## src/rtl/evt_timer_pkg.sv

```systemverilog
package evt_timer_pkg;

  localparam int REG_ADDR_W = 2;

  typedef enum logic [1:0] {
    MODE_HALT  = 2'b00,
    MODE_EVENT = 2'b01,
    MODE_TIMER = 2'b10,
    MODE_PULSE = 2'b11
  } tmr_mode_e;

  localparam logic [REG_ADDR_W-1:0] ADDR_CTRL    = 2'd0;
  localparam logic [REG_ADDR_W-1:0] ADDR_PRELOAD = 2'd1;
  localparam logic [REG_ADDR_W-1:0] ADDR_COUNT   = 2'd2;
  localparam logic [REG_ADDR_W-1:0] ADDR_STATUS  = 2'd3;

  // low-bit mask for a divide by 2**sel: a tick fires when these bits are all ones
  function automatic logic [15:0] div_mask(input int unsigned sel);
    return (16'd1 << sel) - 16'd1;
  endfunction

  // value after one advance step, wrapping to the reload value
  function automatic logic [15:0] step_value(input logic [15:0] cur,
                                             input logic [15:0] top,
                                             input logic [15:0] reload);
    return (cur == top) ? reload : cur + 16'd1;
  endfunction

endpackage

```

## src/rtl/evt_sync_edge.sv

```systemverilog
module evt_sync_edge #(
  parameter int STAGES = 2
) (
  input  logic clk,
  input  logic rst_n,
  input  logic din,
  output logic level,
  output logic rise
);

  logic [STAGES:0] chain_q;

  always_ff @(posedge clk or negedge rst_n) begin
    if (!rst_n) chain_q <= '0;
    else        chain_q <= {chain_q[STAGES-1:0], din};
  end

  assign level = chain_q[STAGES-1];
  assign rise  = chain_q[STAGES-1] & ~chain_q[STAGES];

endmodule

```

## src/rtl/evt_prescaler.sv

```systemverilog
module evt_prescaler
  import evt_timer_pkg::*;
#(
  parameter int SEL_W = 3
) (
  input  logic             clk,
  input  logic             rst_n,
  input  logic             restart,
  input  logic [SEL_W-1:0] sel,
  output logic             tick
);

  localparam int DIV_W = (1 << SEL_W) - 1;

  logic [DIV_W-1:0] div_q;
  logic [DIV_W-1:0] mask;

  always_ff @(posedge clk or negedge rst_n) begin
    if (!rst_n)       div_q <= '0;
    else if (restart) div_q <= '0;
    else              div_q <= div_q + 1'b1;
  end

  assign mask = DIV_W'(div_mask(int'(sel)));
  assign tick = ((div_q & mask) == mask);

endmodule

```

## src/rtl/evt_count_core.sv

```systemverilog
module evt_count_core
  import evt_timer_pkg::*;
#(
  parameter int CNT_W = 8
) (
  input  logic             clk,
  input  logic             rst_n,
  input  logic             adv,
  input  logic             ld_en,
  input  logic [CNT_W-1:0] ld_val,
  input  logic [CNT_W-1:0] preload,
  output logic [CNT_W-1:0] count,
  output logic             ovf
);

  localparam logic [CNT_W-1:0] TOP = '1;

  logic [CNT_W-1:0] cnt_q;
  logic [CNT_W-1:0] stepped;

  assign stepped = CNT_W'(step_value(16'(cnt_q), 16'(TOP), 16'(preload)));
  assign ovf     = adv & ~ld_en & (cnt_q == TOP);

  always_ff @(posedge clk or negedge rst_n) begin
    if (!rst_n)     cnt_q <= '0;
    else if (ld_en) cnt_q <= ld_val;
    else if (adv)   cnt_q <= stepped;
  end

  assign count = cnt_q;

endmodule

```

## src/rtl/evt_timer.sv

```systemverilog
module evt_timer
  import evt_timer_pkg::*;
#(
  parameter int CNT_W       = 8,
  parameter int SEL_W       = 3,
  parameter int SYNC_STAGES = 2
) (
  input  logic                  clk,
  input  logic                  rst_n,
  input  logic [REG_ADDR_W-1:0] reg_addr,
  input  logic                  reg_wr,
  input  logic [CNT_W-1:0]      reg_wdata,
  output logic [CNT_W-1:0]      reg_rdata,
  input  logic                  ext_in,
  output logic                  irq_req,
  output logic                  pfd_out
);

  localparam int MODE_LSB = CNT_W - 2;

  logic [CNT_W-1:0] ctrl_q;
  logic [CNT_W-1:0] preload_q;
  logic             flag_q;
  logic             pfd_q;
  tmr_mode_e        mode;
  logic [SEL_W-1:0] sel;

  // named internal events
  logic ctrl_wr_evt;
  logic pre_wr_evt;
  logic cnt_ld_evt;
  logic flag_clr_evt;
  logic ext_level;
  logic ext_rise;
  logic pre_tick;
  logic adv_evt;
  logic ovf_evt;
  logic [CNT_W-1:0] count;

  assign ctrl_wr_evt  = reg_wr && (reg_addr == ADDR_CTRL);
  assign pre_wr_evt   = reg_wr && (reg_addr == ADDR_PRELOAD);
  assign cnt_ld_evt   = reg_wr && (reg_addr == ADDR_COUNT);
  assign flag_clr_evt = reg_wr && (reg_addr == ADDR_STATUS) && !reg_wdata[0];

  assign mode = tmr_mode_e'(ctrl_q[MODE_LSB +: 2]);
  assign sel  = ctrl_q[SEL_W-1:0];

  evt_sync_edge #(.STAGES(SYNC_STAGES)) u_sync (
    .clk   (clk),
    .rst_n (rst_n),
    .din   (ext_in),
    .level (ext_level),
    .rise  (ext_rise)
  );

  evt_prescaler #(.SEL_W(SEL_W)) u_presc (
    .clk     (clk),
    .rst_n   (rst_n),
    .restart (ctrl_wr_evt),
    .sel     (sel),
    .tick    (pre_tick)
  );

  always_comb begin
    unique case (mode)
      MODE_EVENT: adv_evt = ext_rise;
      MODE_TIMER: adv_evt = pre_tick;
      MODE_PULSE: adv_evt = pre_tick & ext_level;
      default:    adv_evt = 1'b0;
    endcase
  end

  evt_count_core #(.CNT_W(CNT_W)) u_core (
    .clk     (clk),
    .rst_n   (rst_n),
    .adv     (adv_evt),
    .ld_en   (cnt_ld_evt),
    .ld_val  (reg_wdata),
    .preload (preload_q),
    .count   (count),
    .ovf     (ovf_evt)
  );

  always_ff @(posedge clk or negedge rst_n) begin
    if (!rst_n) begin
      ctrl_q    <= '0;
      preload_q <= '0;
    end else begin
      if (ctrl_wr_evt) ctrl_q    <= reg_wdata;
      if (pre_wr_evt)  preload_q <= reg_wdata;
    end
  end

  // overflow set has priority over a software clear
  always_ff @(posedge clk or negedge rst_n) begin
    if (!rst_n)            flag_q <= 1'b0;
    else if (ovf_evt)      flag_q <= 1'b1;
    else if (flag_clr_evt) flag_q <= 1'b0;
  end

  always_ff @(posedge clk or negedge rst_n) begin
    if (!rst_n)       pfd_q <= 1'b0;
    else if (ovf_evt) pfd_q <= ~pfd_q;
  end

  always_comb begin
    unique case (reg_addr)
      ADDR_CTRL:    reg_rdata = ctrl_q;
      ADDR_PRELOAD: reg_rdata = preload_q;
      ADDR_COUNT:   reg_rdata = count;
      default:      reg_rdata = {{(CNT_W-2){1'b0}}, pfd_q, flag_q};
    endcase
  end

  assign irq_req = flag_q;
  assign pfd_out = pfd_q;

endmodule

```

## config.mk

```make
export PLATFORM = sky130hd
export DESIGN_NAME = evt_timer
export DESIGN_NICKNAME = d
export VERILOG_FILES = /design/src/rtl/evt_timer_pkg.sv /design/src/rtl/evt_sync_edge.sv /design/src/rtl/evt_prescaler.sv /design/src/rtl/evt_count_core.sv /design/src/rtl/evt_timer.sv
export SDC_FILE = /design/constraint.sdc
export NUM_CORES = 1
export LEC_CHECK = 0
export BUFFER_PORTS_ARGS = -buffer_cell sky130_fd_sc_hd__buf_2
export CORE_ASPECT_RATIO = 1.1
export CORE_MARGIN = 4
export CORE_UTILIZATION = 40
export CTS_CLUSTER_SIZE = 40
export DETAILED_ROUTE_END_ITERATION = 8
export PLACE_DENSITY_LB_ADDON = 0.15
export SYNTH_ARGS = -nofsm -noshare
export SYNTH_HDL_FRONTEND = slang
export SYNTH_SLANG_ARGS = --single-unit
```

## constraint.sdc

```tcl
create_clock -name clk -period 2 [get_ports clk]
set_input_delay 0.2 -clock clk [delete_from_list [all_inputs] [get_ports clk]]
set_output_delay 0.2 -clock clk [all_outputs]
set_load 0.01 [all_outputs]
```

-- After elaboration in Yosys (flattened, before gate mapping)
Cells that the tools add are included.
- logic and storage cells: 44
- output and inout port bits: 10
- input bits: 14
- register bits after elaboration: 36
- multiplexer cells: 8
- eq/ne operators: 8
- shift-type cells: 1
- reductions and logical operators: 9
- add/subtract/negate cells: 3
- bitwise operators: 8
- operator list (cell ; number):
    8-bit two-way mux ; 3
    8-bit case mux with 3 select lines ; 1
    8-bit by 1-bit adder with 8-bit output, second input constant ; 1
    2-bit == test, second input constant ; 4
    8-bit == test, second input constant ; 1
    7-bit by 1-bit adder with 7-bit output, second input constant ; 1
    7-bit bitwise AND ; 1
    7-bit == test ; 1
    7-bit two-way mux ; 1
    1-bit by 3-bit left shift with 7-bit output, first input constant ; 1
    7-bit by 1-bit subtractor with 7-bit output, second input constant ; 1
    1-bit logical AND ; 5
    1-bit bitwise AND ; 4
    2-bit by 1-bit == test with 1-bit output, second input constant ; 2
    2-bit nonzero test ; 2
    1-bit NOT ; 3
    1-bit case mux with 3 select lines ; 1
    2-bit zero test ; 1
    1-bit two-way mux ; 2
    1-bit zero test ; 1

-- Longest topological paths before layout
Gate-level depths: netlist of run 1.
- depth after elaboration: 9
- depth in mapped cells: 6
- depth with buffers taken out: 6

-- By module
Synthesis of run 1 repeated with hierarchy kept, for this count alone.
- cell total of the unflattened synthesis: 172
- area total of the unflattened synthesis: 1963.1 um^2
- modules (own cells, without submodules) (module ; seq. area each (um^2) ; cells each ; times used ; area an instance (um^2)):
    evt_timer ; 450.4 ; 62 ; 1 ; 910.9
    evt_count_core ; 200.2 ; 67 ; 1 ; 606.8
    evt_prescaler ; 175.2 ; 39 ; 1 ; 356.6
    evt_sync_edge ; 75.1 ; 4 ; 1 ; 88.8

-- Worst setup path before layout of run 1
OpenSTA, ideal clock, no wires.
- path type: register to register
- start: register u_core.cnt_q[0] (netlist: u_core.count[0])
- end: register u_core.cnt_q[1] (netlist: u_core.count[1])
- data required time: 1867 ps
- path slack: 361 ps
- setup time: 133 ps
- buffers on the path: 0
- period minus slack after synthesis: 1639 ps
- stages on the path, launching flop included: 7
- arrival time: 1506 ps
- cell sequence: dfrtp_1 -> ha_1 -> nand4_4 -> nor2_2 -> mux2_2 -> nor3_1 -> o31ai_1
- longest elaborated chain between the ends: 4
- elaborated cells between the ends (all ways): 5
- classes of those cells: 1 x add/sub; 1 x eq/ne; 3 x mux
- RTL lines (what ; RTL line ; source):
    from (decl) ; evt_count_core.sv:18 ; logic [CNT_W-1:0] cnt_q;
    from (signal assigned) ; evt_count_core.sv:26 ; else if (ld_en) cnt_q <= ld_val;
    from (signal assigned) ; evt_count_core.sv:27 ; else if (adv) cnt_q <= stepped;
    8-bit by 1-bit adder with 8-bit output or 8-bit == test (tied branches) ; evt_timer_pkg.sv:26 ; return (cur == top) ? reload : cur + 16'd1;
    8-bit two-way mux * ; evt_timer_pkg.sv:26 ;
    8-bit two-way mux * ; evt_count_core.sv:27 ;
    8-bit two-way mux * ; evt_count_core.sv:26 ;
Every way passes the cells marked *; elsewhere a longest branch is shown, timed or not. The select of a mux whose other input is x is not followed.
A chain may end at the register's enable or synchronous reset.

-- Worst setup path in the final report of run 1
Same ends and word-level chain as after synthesis.

==> flow_summary.yaml, run 1 <==
outcome:
  status: "finished, violations left"
  violations: "hold timing"
floorplanning:
  die_y_um: 81.3
  start_util: 0.417
  pin_count: 24
  placement_rows: 26
  dieArea_um2: 6070
  die_w_um: 74.6
  coreArea_um2: 4680
synth:
  synth_area_leader_cell: "dfrtp_1"
  synth_top_cell_area_share: 0.461
  syn_avg_cell_area_um2: 10.8
  synth_fp_nets: 197
  syn_area_um2: 1950
  synth_edf_count: 0
  ys_seq_area_frac: 0.461
  synth_common_cells: "36 x dfrtp_1, 20 x nand2_1, 15 x mux2_2"
  synthCells: 181
  async_flop_share: 1.00
  ys_types: 48
  yosys_warnings: 0
  synth_most_common_cell: "dfrtp_1"
  ys.flop_type: "dfrtp_1"
  synthTopCellsByArea: "dfrtp_1 46%, mux2_2 8.6%, nand2_1 3.8%"
  synth-seq-cells: 36
sta:
  finalCriticalPeriod_ps: 1880
  finalMaxSlewViolations: 0
  fin_tns_setup_ps: 0
  hold_viol: 3
  fmax_ghz: 0.533
  finalSetupViolations: 0
  worstMarginPinSlew_ps: 811
  period_share: 0.938
  rsz0062_at_grt: "false"
  setup_ws_ps: 124
  relSlewSlack: 0.460
  whs_ps: -5.50
  skew_ps: 4.78
setup_path:
  cpMaxStageDelayCell: "dfrtp_1"
  crit_required_ps: 2160
  end_kind: "flop"
  r2r_end: "u_core.count[1]$_DFFE_PN0P_"
  rr_worst_depth: 6
  worst_r2r_startpoint: "u_core.count[0]$_DFFE_PN0P_"
  crit_type: "reg2reg"
  crit_fanout: 8
  crit_path_cell_trace: "ha_1 > nand4_4 > nor2_2 > mux2_2 > nor3_1 > o31ai_1"
  critPathMaxStageDelay_ps: 440
  start_kind: "flop"
  cp_top_family: "simple AND/OR/NAND/NOR gates"
  cp_num_buf_inv: 0
  cp.arrival_ps: 2040
  worst-r2r-setup-slack_ps: 120
place:
  dpl_worst_slack_ps: 172
  place.gp.congestion: 0.934
  dp_hpwl_mm: 3.33
  io_buffer_count: 23
cells_and_area:
  syn2layout_area_growth_pct: 13.8
  drive_gt1_frac: 0.300
  layout.nets: 226
  antenna-diode-count: 0
clocking:
  cts_setup_buffers: 0
  clkLatencyLatePin_ps: 290
  ctsHoldBuffers: 0
  cts_root_buffer: "clkbuf_8"
  clk_path_buf_depth: 2
  ctsResizeCount: 0
  clk_pin_slew_ps: 70
  numClockSinks: 36
  cts_buffers: 5
  cts-htree-levels: 2
  cts_tree: "done"
routing:
  vias: 1556
  viasPerCell: 5.85
  routedWlPerCell_um: 17.4
  dr.pass1.iters: 4
  wl_mm: 4.62
  drc: 0
  initialDrtViolationCount: 162
  ant_nets: 0
global_route:
  grt_pass1_vias: 1475
  grt_util_all_layers: 0.166
  overflow: 0
  antenna_found_initial: 0
  grt_max_degree: 37
  grt_pass1_wl_mm: 7.47
power_and_ir_drop:
  leakage_nw: 0.964
  power_density_nw_per_um2: 1060
  peakVddDrop_mv: 0.515
worst_hold_path:
  hp-class: "in2async"
run:
  maxCapViolations: 0
kinds of logic after synthesis:
family / after synthesis / synth area share
flops: 36 / 0.461
xor+xnor: 7 / 0.0314
fa+ha+maj: 2 / 0.0128
buf+inv: 8 / 0.0160
mux: 23 / 0.142
simple gates: 62 / 0.166
compound gates: 43 / 0.170
routing by layer:
layer,up-vias,global-route usage,share of wire
met3,9,0.0421,0.053
met1,767,0.216,0.44
met5,-,0,0
li1,734,-,-
met2,46,0.261,0.48
met4,0,0.0694,0.018
sequential cells by signal, indices dropped and copies added (netlist names):
signal,flops
ctrl_q,8
preload_q,8
u_core.count,8
u_presc.div_q,7
u_sync.chain_q,3
irq_req,1
pfd_out,1
power breakdown:
part           switching [mW]  internal (mW)
logic                   0.385          0.358
clock network           0.247          0.237
registers               0.237          0.901
layout by cell type, fill, tap and decap left out, drive strengths merged, types with 2 or more instances in the layout:
master / netlist / routed
xor2: 5 / 5
nand2: 20 / 20
mux4: 2 / 2
mux2i: 6 / 6
nor2b: 2 / 2
nor2: 15 / 15
nand3b: 2 / 2
a31oi: 9 / 9
nand4: 3 / 3
nand3: 7 / 7
a21oi: 5 / 5
ha: 2 / 2
o2111ai: 2 / 2
inv: 4 / 4
mux2: 15 / 15
buf: 1 / 26
and3: 2 / 2
and2: 2 / 2
xnor2: 2 / 2
nor3: 3 / 3
dfrtp: 36 / 36
o31ai: 4 / 4
o21ai: 12 / 12
clkbuf: 3 / 6
per-stage QoR:
step / util / total power, mW / cell area, µm² / hold slack [ps] / cells
2_1_floorplan: - / 1.65 / 1950 / -95.6 / 181
3_3_place_gp: 0.458 / 1.86 / 2140 / 308 / 259
3_5_place_dp: 0.458 / 1.89 / 2140 / 310 / 259
4_1_cts: 0.474 / 2.38 / 2220 / 2.71 / 266
5_1_grt: 0.474 / 2.51 / 2220 / 7.13 / 266
6_report: 0.474 / 2.36 / 2220 / -5.50 / 266
final cells by class:
class	instances	area, µm²
inverters	4	15.0
well taps	56	70.1
multi-input cells	137	1020
repair buffers	26	138
clock buffers	6	72.6
flip-flops and latches	36	901
fillers	449	2460
clock inverters	1	5.00
how the worst max path moves through the flow:
stage                                startpoint                          end  depth (start not counted)
floorplan           u_core.count[0]$_DFFE_PN0P_  u_core.count[1]$_DFFE_PN0P_                          6
finish              u_core.count[0]$_DFFE_PN0P_  u_core.count[1]$_DFFE_PN0P_                          6
global placement    u_core.count[0]$_DFFE_PN0P_  u_core.count[1]$_DFFE_PN0P_                          6
detailed placement  u_core.count[0]$_DFFE_PN0P_  u_core.count[1]$_DFFE_PN0P_                          6
global route        u_core.count[0]$_DFFE_PN0P_  u_core.count[1]$_DFFE_PN0P_                          6
CTS                 u_core.count[0]$_DFFE_PN0P_  u_core.count[1]$_DFFE_PN0P_                          6
Power figures use the tool's default switching activity.
==> run 2: changes to the inputs <==
--- a/config.mk
+++ b/config.mk
@@ -11,7 +11,6 @@
 export CORE_UTILIZATION = 40
 export CTS_CLUSTER_SIZE = 40
 export DETAILED_ROUTE_END_ITERATION = 8
-export PLACE_DENSITY_LB_ADDON = 0.15
 export SYNTH_ARGS = -nofsm -noshare
 export SYNTH_HDL_FRONTEND = slang
 export SYNTH_SLANG_ARGS = --single-unit
==> run 2 against run 1 <==
Compared with the run above: the run still ends with hold timing left; critical path depth is the same; first-iteration DRC count is 35% lower; global-route usage decreased by 0.16 points; maximum frequency is 3.6% higher; combinational power about the same; count of clock-buffer cells in the layout is the same; via count shrank 3.8%; critical endpoint unchanged; largest cell class unchanged.
==> flow_summary.yaml, run 2 (synthesized netlist as in run 1, its figures left out) <==
outcome:
  status: "finished, violations left"
  violations: "hold timing"
routing:
  vias: 1497
  wl_mm: 4.48
  routedWlPerCell_um: 16.7
  viasPerCell: 5.59
  ant_nets: 0
  dr.pass1.iters: 4
  initialDrtViolationCount: 106
  drc: 0
sta:
  hold_viol: 2
  finalCriticalPeriod_ps: 1810
  worstMarginPinSlew_ps: 805
  relSlewSlack: 0.463
  fmax_ghz: 0.552
  fin_tns_setup_ps: 0
  finalSetupViolations: 0
  rsz0062_at_grt: "false"
  setup_ws_ps: 190
  skew_ps: 9.22
  period_share: 0.905
  finalMaxSlewViolations: 0
  whs_ps: -1.17
setup_path:
  crit_path_cell_trace: "ha_1 > nand4_4 > nor2_4 > mux2_2 > nor3_1 > o31ai_1"
  cp.arrival_ps: 1960
  cpMaxStageDelayCell: "dfrtp_1"
  end_kind: "flop"
  cp_top_family: "simple AND/OR/NAND/NOR gates"
  critPathMaxStageDelay_ps: 450
  crit_required_ps: 2150
  cp_num_buf_inv: 0
  crit_fanout: 8
  start_kind: "flop"
  crit_type: "reg2reg"
clocking:
  clk_pin_slew_ps: 70
  cts_root_buffer: "clkbuf_8"
  cts-htree-levels: 2
  cts_setup_buffers: 0
  numClockSinks: 36
  clkLatencyLatePin_ps: 280
  clk_path_buf_depth: 2
  cts_tree: "done"
  cts_buffers: 5
global_route:
  top_usage_layer: "met2"
  grt_pass1_wl_mm: 7.35
  grt_util_all_layers: 0.164
  grt_max_degree: 37
  grt_use_met1: 0.209
  grt_util_met3: 0.0334
  overflow: 0
  grt_pass1_vias: 1517
  antenna_found_initial: 0
  gr-usage-met2: 0.274
cells_and_area:
  syn2layout_area_growth_pct: 15.2
  layout_commonest_cell: "dfrtp_1"
  layout_common_cells: "36 x dfrtp_1, 23 x buf_2, 20 x nand2_1"
  layout.nets: 227
  drive_gt1_frac: 0.311
  antenna-diode-count: 0
place:
  dp_hpwl_mm: 3.17
  io_buffer_count: 23
  place.gp.congestion: 0.815
  dpl_worst_slack_ps: 169
run:
  maxCapViolations: 0
power_and_ir_drop:
  leakage_nw: 0.979
  power_density_nw_per_um2: 1070
  seqPwrFrac: 0.472
  peakVddDrop_mv: 0.473
  p_sw_mw: 0.865
  p_clk_frac: 0.219
  comb_power_share: 0.309
  intPower_mw: 1.54
  switching_share: 0.360
worst_hold_path:
  hp-class: "in2async"
floorplanning:
  dieArea_um2: 6070
  pin_count: 24
  coreArea_um2: 4680
  die_y_um: 81.3
  placement_rows: 26
  start_util: 0.417
  die_w_um: 74.6
==> run 2: cell count changes in the layout (fill, tap and decap cells not counted) <==
cell,change
clkbuf_8,+1
clkbuf_1,-1
clkinv_2,+1
nor2_4,+1
nor2_2,-1
buf_4,+1
==> run 2: area by class of cell <==
class	count	area (µm²)
Sequential cell	36	901
Multi-Input combinational cell	137	1030
Tap cell	56	70.1
Clock buffer	6	82.6
Clock inverter	2	10.0
Fill cell	446	2430
Inverter	4	15.0
Timing Repair Buffer	27	145
==> run 2: path summary, 6_finish.rpt <==
path                            slack (ps)                         from  cells after the start                     endpoint
worst max-delay path                   190  u_core.count[0]$_DFFE_PN0P_                      6  u_core.count[1]$_DFFE_PN0P_
worst min-delay path                    -1                        rst_n                      1  u_sync.chain_q[2]$_DFF_PN0_
worst max register to register         190  u_core.count[0]$_DFFE_PN0P_                      6  u_core.count[1]$_DFFE_PN0P_
worst min register to register         360  u_sync.chain_q[0]$_DFF_PN0_                      0  u_sync.chain_q[1]$_DFF_PN0_
max in group asynchronous             1490                        rst_n                      1   u_presc.div_q[1]$_DFF_PN0_
min in group clk                        20                       ext_in                      1  u_sync.chain_q[0]$_DFF_PN0_
==> run 2: stage by stage <==
step | hold slack [ps] | cells | utilization | power, mW | cell area [µm²]
3_5_place_dp | 314 | 260 | 0.459 | 1.88 | 2150
5_1_grt | 5.64 | 268 | 0.480 | 2.59 | 2250
4_1_cts | 12.3 | 268 | 0.479 | 2.42 | 2240
3_3_place_gp | 310 | 260 | 0.459 | 1.88 | 2150
2_1_floorplan | -95.6 | 181 | - | 1.65 | 1950
6_report | -1.17 | 268 | 0.480 | 2.40 | 2250
==> run 2: timing repair <==
| item | 4_1_cts | 5_1_grt |
|---|---|---|
| gates resized for setup | 0 | 1 |
| endpoints found under the setup margin | 0 | 1 |
| hold buffers | 0 | 0 |
==> run 2: power by group through the flow <==
stage	clock, mW	combinational (mW)	sequential (mW)
global route	0.591	0.834	1.16
finish	0.527	0.742	1.13
detailed placement	0	0.737	1.15
CTS	0.547	0.743	1.13
floorplan	0	0.561	1.08
global placement	0	0.733	1.14
==> run 2: per-layer routing <==
metal  share of wire  vias up
met5               0        -
met4           0.015        0
met3           0.036        7
met2            0.49       24
met1            0.46      731
li1                -      735
